$ cat src/rtl/tip_pkg.sv
package tip_pkg;
  typedef enum logic [1:0] {
    RING_OS   = 2'd0,
    RING_POOL = 2'd1,
    RING_PHYS = 2'd2,
    RING_NONE = 2'd3
  } ring_e;

  localparam logic [1:0] EV_POOL   = 2'b01;
  localparam logic [1:0] EV_PHYS   = 2'b10;
  localparam logic [7:0] PRIO_IDLE = 8'hFF;
  localparam logic [7:0] OS_EXC    = 8'h80;
  localparam logic [7:0] HV_EXC    = 8'hC0;
endpackage

$ cat src/rtl/tip_prio_encode.sv
module tip_prio_encode #(
  parameter int NBITS = 8
) (
  input  logic [NBITS-1:0] pend,
  output logic [7:0]       prio
);
  // most significant set bit wins; bit NBITS-1 is priority 0
  always_comb begin
    prio = tip_pkg::PRIO_IDLE;
    for (int i = 0; i < NBITS; i++) begin
      if (pend[i]) prio = 8'(NBITS - 1 - i);
    end
  end
endmodule

$ cat src/rtl/tip_regset.sv
module tip_regset #(
  parameter int NBITS = 8
) (
  input  logic       clk,
  input  logic       rst_n,
  input  logic       ntf_en,
  input  logic       ntf_ovw,
  input  logic [7:0] ntf_code,
  input  logic [7:0] ntf_post,
  input  logic       acc_en,
  input  logic       acc_take,
  input  logic [7:0] acc_mask,
  input  logic [7:0] acc_post,
  output logic [7:0] nsr,
  output logic [7:0] pipr,
  output logic [7:0] cppr,
  output logic       irq
);
  logic [7:0] nsr_n, pipr_n, cppr_n;
  logic       irq_n;
  logic       outranks;

  assign outranks = ntf_post < cppr;

  always_comb begin
    nsr_n  = nsr;
    pipr_n = pipr;
    cppr_n = cppr;
    irq_n  = irq;
    if (acc_en) begin
      irq_n = 1'b0;
      if (acc_take) begin
        cppr_n = pipr;
        pipr_n = acc_post;
        nsr_n  = nsr & ~acc_mask;
      end
    end else if (ntf_en) begin
      pipr_n = ntf_post;
      if (outranks) begin
        nsr_n = ntf_ovw ? ntf_code : (nsr | ntf_code);
        irq_n = 1'b1;
      end
    end
  end

  always_ff @(posedge clk or negedge rst_n) begin
    if (!rst_n) begin
      nsr  <= '0;
      pipr <= tip_pkg::PRIO_IDLE;
      cppr <= tip_pkg::PRIO_IDLE;
      irq  <= 1'b0;
    end else begin
      nsr  <= nsr_n;
      pipr <= pipr_n;
      cppr <= cppr_n;
      irq  <= irq_n;
    end
  end

  assert_irq_needs_status_R3: assert property (@(posedge clk) disable iff (!rst_n)
    irq |-> (nsr != 8'h00));
  assert_accept_drops_line_R6: assert property (@(posedge clk) disable iff (!rst_n)
    acc_en |=> !irq);
  assert_idle_accept_keeps_R9: assert property (@(posedge clk) disable iff (!rst_n)
    (acc_en && !acc_take) |=> ($stable(cppr) && $stable(nsr) && $stable(pipr)));
  assert_posted_range_R2: assert property (@(posedge clk) disable iff (!rst_n)
    (pipr == tip_pkg::PRIO_IDLE) || (pipr < 8'(NBITS)));
endmodule

$ cat src/rtl/thread_irq_presenter.sv
module thread_irq_presenter #(
  parameter int PRIO_W = 3
) (
  input  logic              clk,
  input  logic              rst_n,
  input  logic              ntf_vld,
  input  logic [1:0]        ntf_ring,
  input  logic [PRIO_W-1:0] ntf_prio,
  input  logic              acc_vld,
  input  logic [1:0]        acc_ring,
  output logic              irq_os,
  output logic              irq_phys,
  output logic [7:0]        os_posted,
  output logic [7:0]        phys_posted,
  output logic              acc_rsp,
  output logic [15:0]       acc_data
);
  import tip_pkg::*;

  localparam int NBITS = 1 << PRIO_W;
  localparam int NRING = 3;
  localparam int NSET  = 2;

  function automatic logic [NBITS-1:0] prio_mask(input logic [7:0] p);
    logic [NBITS-1:0] m;
    m = '0;
    for (int i = 0; i < NBITS; i++) begin
      if (p == 8'(NBITS - 1 - i)) m[i] = 1'b1;
    end
    return m;
  endfunction

  ring_e nr, ar;
  logic  ntf_ok, acc_ok, ntf_set, acc_set, ntf_en;
  logic [1:0] ntf_idx, bm_sel;
  logic [NRING-1:0][NBITS-1:0] bm_q;
  logic [NSET-1:0][7:0] nsr_s, pipr_s, cppr_s;
  logic [NSET-1:0] irq_s;
  logic [NBITS-1:0] ntf_merge, acc_left;
  logic [7:0] ntf_post, acc_post, acc_nsr, acc_pipr, acc_mask, ntf_code;
  logic       ntf_ovw, acc_take;
  logic       rsp_n;
  logic [15:0] data_n;

  assign nr      = ring_e'(ntf_ring);
  assign ar      = ring_e'(acc_ring);
  assign ntf_ok  = ntf_vld && (nr != RING_NONE);
  assign acc_ok  = acc_vld && (ar != RING_NONE);
  assign ntf_set = (nr != RING_OS);
  assign acc_set = (ar != RING_OS);
  // same register set: accept wins
  assign ntf_en  = ntf_ok && !(acc_ok && (acc_set == ntf_set));
  assign ntf_idx = ntf_ok ? ntf_ring : 2'd0;

  always_comb begin
    ntf_ovw  = 1'b0;
    ntf_code = OS_EXC;
    case (nr)
      RING_POOL: begin ntf_ovw = 1'b1; ntf_code = {EV_POOL, 6'b0}; end
      RING_PHYS: ntf_code = {EV_PHYS, 6'b0};
      default:   ntf_code = OS_EXC;
    endcase
  end

  assign ntf_merge = bm_q[ntf_idx] | prio_mask(8'(ntf_prio));

  assign acc_nsr  = nsr_s[acc_set];
  assign acc_pipr = pipr_s[acc_set];
  assign acc_mask = acc_set ? HV_EXC : OS_EXC;
  assign acc_take = acc_ok && ((acc_nsr & acc_mask) != 8'h00);

  always_comb begin
    if (!acc_set)                      bm_sel = 2'(RING_OS);
    else if (acc_nsr[7:6] == EV_POOL)  bm_sel = 2'(RING_POOL);
    else                               bm_sel = 2'(RING_PHYS);
  end

  assign acc_left = bm_q[bm_sel] & ~prio_mask(acc_pipr);

  tip_prio_encode #(.NBITS(NBITS)) u_enc_ntf (.pend(ntf_merge), .prio(ntf_post));
  tip_prio_encode #(.NBITS(NBITS)) u_enc_acc (.pend(acc_left),  .prio(acc_post));

  for (genvar s = 0; s < NSET; s++) begin : g_set
    tip_regset #(.NBITS(NBITS)) u_set (
      .clk      (clk),
      .rst_n    (rst_n),
      .ntf_en   (ntf_en && (ntf_set == 1'(s))),
      .ntf_ovw  (ntf_ovw),
      .ntf_code (ntf_code),
      .ntf_post (ntf_post),
      .acc_en   (acc_ok && (acc_set == 1'(s))),
      .acc_take (acc_take),
      .acc_mask (acc_mask),
      .acc_post (acc_post),
      .nsr      (nsr_s[s]),
      .pipr     (pipr_s[s]),
      .cppr     (cppr_s[s]),
      .irq      (irq_s[s])
    );
  end

  for (genvar k = 0; k < NRING; k++) begin : g_bm
    logic [NBITS-1:0] bm_n;
    always_comb begin
      bm_n = bm_q[k];
      if (acc_take && (bm_sel == 2'(k)))
        bm_n = acc_left;
      else if (ntf_en && (ntf_idx == 2'(k)))
        bm_n = ntf_merge;
    end
    always_ff @(posedge clk or negedge rst_n) begin
      if (!rst_n) bm_q[k] <= '0;
      else        bm_q[k] <= bm_n;
    end
  end

  assign rsp_n  = acc_ok;
  assign data_n = {acc_nsr, acc_take ? acc_pipr : cppr_s[acc_set]};

  always_ff @(posedge clk or negedge rst_n) begin
    if (!rst_n) begin
      acc_rsp  <= 1'b0;
      acc_data <= '0;
    end else begin
      acc_rsp <= rsp_n;
      if (rsp_n) acc_data <= data_n;
    end
  end

  assign irq_os      = irq_s[0];
  assign irq_phys    = irq_s[1];
  assign os_posted   = pipr_s[0];
  assign phys_posted = pipr_s[1];

  assert_rsp_follows_R8: assert property (@(posedge clk) disable iff (!rst_n)
    acc_ok |=> acc_rsp);
  assert_collision_drops_R10: assert property (@(posedge clk) disable iff (!rst_n)
    (ntf_ok && acc_ok && !ntf_set && !acc_set && !acc_take) |=> $stable(os_posted));
endmodule

$ cat config.mk
export PLATFORM = sky130hd
export DESIGN_NAME = thread_irq_presenter
export DESIGN_NICKNAME = d
export VERILOG_FILES = /design/src/rtl/tip_pkg.sv /design/src/rtl/tip_prio_encode.sv /design/src/rtl/tip_regset.sv /design/src/rtl/thread_irq_presenter.sv
export SDC_FILE = /design/constraint.sdc
export NUM_CORES = 1
export LEC_CHECK = 0
export BUFFER_PORTS_ARGS = -buffer_cell sky130_fd_sc_hd__buf_2
export CORE_ASPECT_RATIO = 1.4
export CORE_MARGIN = 5
export CORE_UTILIZATION = 35
export DETAILED_ROUTE_END_ITERATION = 8
export PLACE_DENSITY = 0.54
export SYNTH_ARGS = -nofsm -noshare
export SYNTH_HDL_FRONTEND = slang
export SYNTH_SLANG_ARGS = --single-unit
$ cat constraint.sdc
create_clock -name clk -period 7.7 [get_ports clk]
set_input_delay 0.385 -clock clk [delete_from_list [all_inputs] [get_ports clk]]
set_output_delay 0.385 -clock clk [all_outputs]
set_load 0.01 [all_outputs]
---- Word level (Yosys, flattened, before mapping) ----
Index checks and enable logic that the tools add are counted.
cells by class
  bitwise operators ....................... 11
  multiplexer cells ....................... 76
  $lt $le $gt $ge ......................... 5
  eq/ne operators ......................... 25
  reductions and logical operators ........ 38
operators by type and width
  operator                                                                       count
  8-bit 2-to-1 mux                                                               47
  8-bit bitwise AND                                                              4
  8-bit binary-select mux with 2-bit select                                      2
  8-bit by 3-bit == test with 1-bit output (second input constant)               4
  8-bit OR                                                                       3
  1-bit 2-to-1 mux                                                               23
  2-bit nonzero test                                                             9
  8-bit by 2-bit == test with 1-bit output (second input constant)               2
  8-bit less-than comparator                                                     2
  8-bit NOT                                                                      2
  1-bit logical AND                                                              15
  3-bit == test (second input constant)                                          4
  2-bit AND reduction                                                            6
  2-bit by 1-bit == test with 1-bit output (second input constant)               4
  8-bit by 1-bit == test with 1-bit output (second input constant)               1
  8-bit zero test                                                                1
  2-bit != test (second input constant)                                          4
  8-bit nonzero test                                                             1
  7-bit 2-to-1 mux                                                               1
  3-bit by 2-bit == test with 1-bit output (second input constant)               2
  2-bit by 3-bit less-than comparator with 1-bit output (second input constant)  2
  2-bit 2-to-1 mux                                                               3
  3-bit AND reduction                                                            2
  2-bit == test (second input constant)                                          2
  7 further kinds                                                                9
storage, ports and cells
  register bits after elaboration ......... 91
  output and inout port bits .............. 35
  logic and storage cells ................. 168
  input bits .............................. 11

---- Logic depth before layout (Yosys ltp) ----
Gate-level depths: netlist of the first run.
  depth after elaboration ................. 19
  gate-level depth with buffers ........... 15
  gate-level depth less buffers ........... 13

---- Hierarchy ----
From an unflattened synthesis of the first run, not the netlist that was laid out.
unflattened totals
  cell total of the unflattened synthesis .. 710
  area total of the unflattened synthesis .. 6188.4 µm²
modules (own cells, without submodules)
  module                cells an instance  area each (µm²)  seq. area each (µm²)  instances
  thread_irq_presenter  394                3190.6           1026.0                1
  tip_regset            143                1406.3           645.6                 2
  tip_prio_encode       15                 92.6             0.0                   2

---- Least setup slack after synthesis of the first run ----
Ideal clock, no wire load.
  kind .................................... input -> register
  from .................................... in ntf_ring[1]
  to ...................................... reg g_set[1].u_set.nsr[7]
  arrival time ............................ 2.834 ns
  buffers on the path ..................... 2
  stages on the path ...................... 14
  required time ........................... 7.575 ns
  path slack .............................. 4.741 ns
  setup time .............................. 0.125 ns
  cells stage by stage .................... buf_2 and3b_1 buf_2 a221o_1 a21o_1 o31ai_1 inv_1 ha_1 nor2b_1 o21ai_0 nand2b_1 a21oi_1 a21o_1 nand3_1
between the ends
  cells in the longest elaborated chain, start to end .. 17
  elaborated cells between the ends (all ways) .. 32
  classes of those cells .................. order compare (1); eq/ne (3); mux (17); bitwise (2); reduce/logical (9)
ends and longest elaborated chain
  what                                       RTL line                    text
  start, declared                            thread_irq_presenter.sv:7   input logic [1:0] ntf_ring,
  2-bit != test                              thread_irq_presenter.sv:47  assign ntf_ok = ntf_vld && (nr != RING_NONE);
  1-bit logical AND                          thread_irq_presenter.sv:47
  2-bit 2-to-1 mux                           thread_irq_presenter.sv:53  assign ntf_idx = ntf_ok ? ntf_ring : 2'd0;
  8-bit binary-select mux with 2-bit select  thread_irq_presenter.sv:65  assign ntf_merge = bm_q[ntf_idx] | prio_mask(8'(ntf_prio));
  8-bit 2-to-1 mux (not written as such)     thread_irq_presenter.sv:65
  8-bit OR                                   thread_irq_presenter.sv:65
  8-bit 2-to-1 mux (8 in series)             tip_prio_encode.sv:11       if (pend[i]) prio = 8'(NBITS - 1 - i);
  8-bit less-than comparator                 tip_regset.sv:23            assign outranks = ntf_post < cppr;
  2-bit nonzero test (no line)               --
  3-bit AND reduction (no line)              --
  end signal, assigned                       tip_regset.sv:53            nsr <= nsr_n;
  end, declared                              tip_regset.sv:14            output logic [7:0] nsr,
Several ways; a longest one is shown, not always the timed one. The select of a mux whose other input is x is not followed.
A chain may end at the register's enable or synchronous reset.

---- Worst setup path after layout of the first run ----
  from .................................... in ntf_ring[0]
  to ...................................... reg g_set[1].u_set.nsr[7]
The elaborated chain is that of the path after synthesis.

==> key figures, run 1 <==
Clocking
  • Post-CTS Repair Setup Buffers: 0
  • Max Buffers Root-to-Sink: 2
  • Clock transition at the registers of the reported paths: 0.07 ns
  • Number of gates resized after cts: 0
  • Skew-Pair Late Insertion Delay: 0.30 ns
  • CTS sink cnt: 53
  • # hold bufs at CTS: 0
  • TritonCTS clock tree: yes
  • Number of CTS-inserted buffers: 5
  • Root Buffer: clkbuf_16
  • Maximum level of the CTS H-tree: 2

Setup path
  • Crit path top cell by count: a21o_1
  • Reg-to-reg setup timing slack: 4.60 ns
  • Crit-path slowest cell: o31ai_1
  • Kind of end point of the critical path: register
  • Worst Path Buf+Inv: 2
  • Worst Path Arrival: 3.48 ns
  • CP Cell Sequence: buf_2, and3b_1, a221o_1, a21o_1, o31ai_1, inv_1, ha_1, nor2b_1, o21ai_0, nand2b_1, a21oi_1, a21o_1, nand3_1
  • Reg2reg end: g_set[1].u_set.nsr[7]
  • CP Data Required Time: 7.87 ns
  • Critical Path Fanout Max: 12
  • Dominant delay contributor by cell family on the critical path: compound AO/OA/AOI/OAI gates
  • Cell depth of the worst flop-to-flop path: 11
  • Critical setup path kind: in2reg
  • Slowest stage delay, CP: 0.48 ns
  • Critical Path Start Type: input pin
  • Reg2Reg Launch Point: bm_q[5]

Power
  • Seq pwr share: 38.3%
  • Leakage: 1.67 nW
  • Power Dens Cells: 392 nW/um^2
  • VDD IR max: between 100 and 150 uV
  • Sw Ratio: 43.9%
  • Combinational fraction of design power: 46.1%
  • Pint: 0.832 mW
  • Sw power: 0.651 mW
  • Clock power frac: 15.6%

Timing
  • RSZ-0062 raised after global routing: no
  • Post-route setup TNS: 0 ns
  • Max Fclk: 0.302 GHz
  • Tcrit/Tclk final: 43.0%
  • Min Tclk post-route: 3.31 ns
  • Slew @ Worst Pin: a little under 0.9 ns
  • # setup viols final: 0
  • Hold WS: 0.213 ns
  • Clk_skew: roughly 0.0048 ns
  • Max Slew Vio Count: 0
  • Rel. slew slack: 41.2%
  • Final worst slack: approximately 4.4 ns
  • Final hold vios: 0

Layout
  • Area grow syn2layout: 8.70%
  • Antenna fix cells: 0
  • Fin util: 38.4%
  • Final net count: 409
  • FF/Latch Area: 1350 um^2
  • Share of cells above drive strength 1: 20.4%
  • Fin area: roughly 3800 um^2
  • Multi-input logic area: 1880 um^2
  • Layout fillers: 1030

Outcome
  • Run status: finished, final reports clean

Global routing
  • First-pass GRT wire length: around 17000 um
  • GR Util All Layers: 19.0%
  • Initial antenna violation count: 0
  • Pin count of the biggest net entering global routing: 54
  • Grt total ovfl: 0
  • Vias in the first global route: just over 3000

Synth
  • Cell variety after synth: 65
  • Top cells by area, synth: dfrtp_1 27%, dfstp_2 12%, nand2_1 6.1%
  • Post-synth top area cell: dfrtp_1
  • Asr flop ratio synth: between 90% and 100%
  • Post-Synthesis Cells: 379
  • Number of synthesized flops with an enable pin: 0
  • Most common cell in the synthesized netlist: nand2_1
  • Main flop type after synthesis: dfrtp_1
  • Register area share after synthesis: 38.7%
  • Mapped Area: 3480 um^2
  • Most common library cells after synthesis: 57 x nand2_1, 37 x dfrtp_1, 28 x o21ai_0
  • Synth top area share: a little over a quarter
  • Synth Register Bits: 53
  • YS warnings: 0
  • Post-Syn Area per Cell: 9.18 um^2

Detailed routing
  • Via count: between 2000 and 3000
  • Final WL: 10900 um
  • Drt first pass iters: 5
  • Initial DRC Count: 179
  • Antenna-violating nets left: 0
  • DR WL/cell: 20.7 um
  • Drt drc: 0
  • DR vias/cell: 5.68

Flow run
  • Max Cap Violations: 0

Place
  • GP Congestion: about 0.92
  • Setup WS pre-CTS: between 4 and 5 ns
  • DP HPWL: 8190 um
  • Dpl cell area: 3640 um^2
  • # port buffers: 39

Floorplan
  • FP Rows: 43
  • IO Count: 46
  • Die Width: 94.3 um
  • Die height: about 130 um
  • Initial Util: a little over a third
  • Die area: 12100 um^2
  • Core area: a little under 10000 um^2

Hold path
  • Worst Hold Class: in2async
-- power by group through the flow --
stage | clock, mW | combinational [mW] | sequential (mW)
3_5_place_dp | 0 | 0.675 | 0.571
5_1_grt | 0.250 | 0.751 | 0.584
6_report | 0.232 | 0.684 | 0.568
4_1_cts | 0.239 | 0.678 | 0.566
3_3_place_gp | 0 | 0.671 | 0.570
2_1_floorplan | 0 | 0.492 | 0.524
-- worst max-delay path by stage --
stage           startpoint               endpoint  slack [ns]  depth (start not counted)
5_1_grt        ntf_ring[0]  g_set[1].u_set.nsr[7]        4.17                         13
3_3_place_gp   ntf_ring[0]  g_set[1].u_set.nsr[7]        4.24                         13
4_1_cts        ntf_ring[0]  g_set[1].u_set.nsr[7]        4.49                         13
2_1_floorplan  ntf_ring[1]  g_set[1].u_set.nsr[7]        4.74                         14
6_report       ntf_ring[0]  g_set[1].u_set.nsr[7]        4.39                         13
3_5_place_dp   ntf_ring[0]  g_set[1].u_set.nsr[7]        4.22                         13
-- stage by stage --
step                      std cells  total power, mW
after floorplan                 386             1.02
after global placement          520             1.24
after global routing            528             1.59
after detailed placement        520             1.25
final                           528             1.48
after CTS                       528             1.48
-- area by class of cell --
cell class / instances / area share [%]
repair buffers: 40 / 5.36
multi-input cells: 282 / 49.7
flip-flops and latches: 53 / 35.6
well taps: 135 / 4.47
inverters: 10 / 0.992
clock buffers: 8 / 3.87
-- worst register-to-register path, delay by kind of cell, from the launching register on --
family,cells,cell delay (ns)
fa+ha+maj,1,0.31
compound gates,6,1.81
simple gates,3,0.30
flops,1,0.43
buf+inv,1,0.13
-- sequential cells by signal, indices dropped and copies added, names as in the netlist --
register and cells:
acc_data 6, acc_rsp 1, bm_q 24, g_set.u_set.cppr 8, g_set.u_set.irq 2, g_set.u_set.nsr 4
g_set.u_set.pipr 8
-- layer usage --
layer | wire, um | track usage (%) | share of wire, %
met5 | 0 | 0 | 0
met1 | 4410 | 22.9 | 40
met3 | 573 | 2.94 | 5.2
met4 | 428 | 9.52 | 3.9
met2 | 5520 | 32.7 | 51
-- cell usage in the layout, fill, tap and decap left out, drive strengths merged, types with 3 or more instances in the layout --
master and n:
nand2 57, nor2b 5, o21ai 39, or3 4, a311oi 3, a211oi 6, a22o 3, nand2b 3
dfrtp 37, o311ai 3, nor3b 4, a22oi 13, mux2 6, a221o 6, inv 10, o221ai 6
mux2i 4, a211o 6, a221oi 6, dfstp 16, nor2 25, and2 5, ha 6, nand3 5
a21oi 12, a21o 3, nor3 4, clkbuf 8, and3b 9, conb 8, buf 40
-- cells by family after synthesis --
| group | after synthesis | share of synthesized area [%] |
|---|---|---|
| AND/OR/NAND/NOR | 129 | 18.7 |
| AO/OA/AOI/OAI | 125 | 27.3 |
| flip-flops | 53 | 38.7 |
| adder cells (fa/ha/maj) | 6 | 2.16 |
| other | 1 | 0.108 |
| multiplexers | 12 | 4.60 |
| XOR/XNOR | 2 | 0.504 |
| buffers and inverters | 51 | 8.02 |
No activity file was read; power rests on OpenSTA's default activity.
==> inputs of run 2 (changes only) <==
--- a/config.mk
+++ b/config.mk
@@ -10,7 +10,7 @@
 export CORE_MARGIN = 5
 export CORE_UTILIZATION = 35
 export DETAILED_ROUTE_END_ITERATION = 8
-export PLACE_DENSITY = 0.54
+export PLACE_DENSITY = 0.56
 export SYNTH_ARGS = -nofsm -noshare
 export SYNTH_HDL_FRONTEND = slang
 export SYNTH_SLANG_ARGS = --single-unit
==> constraint.sdc (replaced) <==
create_clock -name clk -period 2.9 [get_ports clk]
set_input_delay 0.145 -clock clk [delete_from_list [all_inputs] [get_ports clk]]
set_output_delay 0.145 -clock clk [all_outputs]
set_load 0.01 [all_outputs]
==> key figures, run 2 (synthesized netlist as in run 1, its figures left out) <==
Outcome
  • Run status: finished, final reports clean

Clocking
  • TritonCTS clock tree: yes
  • Maximum level of the CTS H-tree: 2
  • Skew-Pair Late Insertion Delay: 0.30 ns
  • Root Buffer: clkbuf_16
  • Max Buffers Root-to-Sink: 2
  • CTS sink cnt: 53
  • Number of CTS-inserted buffers: 5
  • Clock transition at the registers of the reported paths: 0.07 ns

Timing
  • # setup viols final: 0
  • Hold WS: 0.0732 ns
  • Rel. slew slack: a little under 50%
  • Clk_skew: 0.00780 ns
  • Final hold vios: 0
  • Min Tclk post-route: 2.66 ns
  • Max Fclk: around 0.38 GHz
  • Max Slew Vio Count: 0
  • Final worst slack: 0.241 ns
  • Slew @ Worst Pin: around 0.77 ns
  • RSZ-0062 raised after global routing: no
  • Tcrit/Tclk final: 91.7%

Floorplan
  • IO Count: 46
  • Die area: 12100 um^2
  • Die Width: 94.3 um
  • Initial Util: 35.3%
  • Die height: 128 um
  • FP Rows: 43
  • Core area: about 9800 um^2

Setup path
  • Slowest stage delay, CP: 0.44 ns
  • Kind of end point of the critical path: register
  • Critical Path Start Type: register
  • Crit-path slowest cell: dfrtp_1
  • Worst Path Buf+Inv: 1
  • CP Data Required Time: roughly 3.1 ns
  • Critical Path Fanout Max: 4
  • Dominant delay contributor by cell family on the critical path: compound AO/OA/AOI/OAI gates
  • Crit path top cell by count: a21o_1
  • Worst Path Arrival: 2.84 ns
  • CP Cell Sequence: a221o_1, a21o_1, o31ai_2, inv_1, ha_1, nor2b_1, o21ai_0, nand2b_1, a21oi_2, a21o_1, nand3_1
  • Critical setup path kind: reg2reg

Layout
  • Multi-input logic area: 1890 um^2
  • Antenna fix cells: 0
  • FF/Latch Area: roughly 1300 um^2
  • Leading registers by flop count: bm_q (24), g_set.u_set.cppr (8), g_set.u_set.pipr (8)
  • Share of cells above drive strength 1: 26.8%
  • Max FFs per register: 24
  • Largest register by flop count: bm_q
  • Fin area: 4030 um^2
  • Area grow syn2layout: 15.7%
  • Final net count: between 400 and 500
  • Most common cell after layout, fill and taps aside: nand2_1
  • Most frequent cells in the layout: 57 x nand2_1, 39 x buf_2, 37 x dfrtp_1, 32 x buf_4, 28 x o21ai_0
  • Layout fillers: ~980

Place
  • GP Congestion: 0.917
  • DP HPWL: 8490 um
  • Setup WS pre-CTS: -0.0225 ns
  • # port buffers: 39
  • Dpl cell area: 3870 um^2

Detailed routing
  • Drt drc: 0
  • Final WL: 11000 um
  • Initial DRC Count: 182
  • Via count: 3096
  • Antenna-violating nets left: 0
  • Drt first pass iters: 5
  • DR WL/cell: around 20 um
  • DR vias/cell: ~5.5

Global routing
  • Vias in the first global route: 3089
  • Grt total ovfl: 0
  • Pin count of the biggest net entering global routing: 32
  • First-pass GRT wire length: 17600 um
  • Initial antenna violation count: 0
  • GR Util All Layers: 19.2%

Power
  • VDD IR max: 319 uV
  • Leakage: 1.82 nW
  • Power Dens Cells: about 1000 nW/um^2

Flow run
  • Max Cap Violations: 0

Hold path
  • Worst Hold Class: in2reg
run 2: changes by cell type in the layout (fill, tap and decap cells not counted):
cell	previous run	this run
dlygate4sd3_1	0	1
o31ai_2	0	1
clkinv_2	0	2
a21oi_2	1	2
o31ai_1	1	0
clkbuf_1	2	1
buf_4	1	32
a21oi_1	11	10
clkbuf_8	1	0
run 2: stage by stage:
step | cells | total power [mW] | TNS [ns] | util [%]
6_report | 560 | 4.03 | 0 | 40.9
5_1_grt | 560 | 4.32 | 0 | 40.9
4_1_cts | 560 | 4.02 | 0 | 40.8
3_5_place_dp | 551 | 3.42 | -0.0277 | 39.3
3_3_place_gp | 551 | 3.40 | 0 | 39.3
2_1_floorplan | 386 | 2.70 | 0 | -
run 2: power by group:
group	switching, mW	leakage [nW]	internal [mW]
clock	0.270	0.0706	0.318
combinational	1.12	1.11	0.848
sequential	0.342	0.638	1.13
run 2: path summary, 6_finish.rpt:
kind | startpoint | to | slack [ns] | cells after the start
worst min register to register | g_set[0].u_set.nsr[6] | g_set[0].u_set.nsr[6] | 0.39 | 0
max in group asynchronous | rst_n | g_set[1].u_set.pipr[0] | 1.59 | 3
min in group asynchronous | rst_n | g_set[0].u_set.nsr[7] | 0.47 | 2
worst max register to register | bm_q[5] | g_set[1].u_set.nsr[7] | 0.24 | 11
worst max-delay path | bm_q[5] | g_set[1].u_set.nsr[7] | 0.24 | 11
worst min-delay path | acc_vld | acc_data[14] | 0.07 | 2
run 2: area by class of cell:
class                      instances  share of cell area (%)
inverter                          10                   0.932
tap                              135                    4.20
sequential                        53                    33.4
clock buffer                       6                    3.20
timing repair buffer              72                    11.1
clock inverter                     2                   0.249
multi-input combinational        282                    46.9
run 2: repair_timing:
action	in CTS	in global routing
setup buffers	0	0
resized for setup	0	2
hold endpoints to repair	24	0
setup endpoints to repair	0	3
hold buffers	1	0
run 2: per-layer routing:
metal,GRT usage (%),up-vias,part of all wire (%)
met2,32.7,116,50
met5,0,-,0
met1,24.4,1501,42
li1,-,1455,-
met4,7.82,0,3.5
met3,2.23,24,4.3
run 2: worst register-to-register path, cell delays in order, from the launching register on:
cell and delay (ns):
dfrtp_1 0.44, a221o_1 0.34, a21o_1 0.18, o31ai_2 0.37
inv_1 0.12, ha_1 0.30, nor2b_1 0.13, o21ai_0 0.14
nand2b_1 0.10, a21oi_2 0.23, a21o_1 0.15, nand3_1 0.07
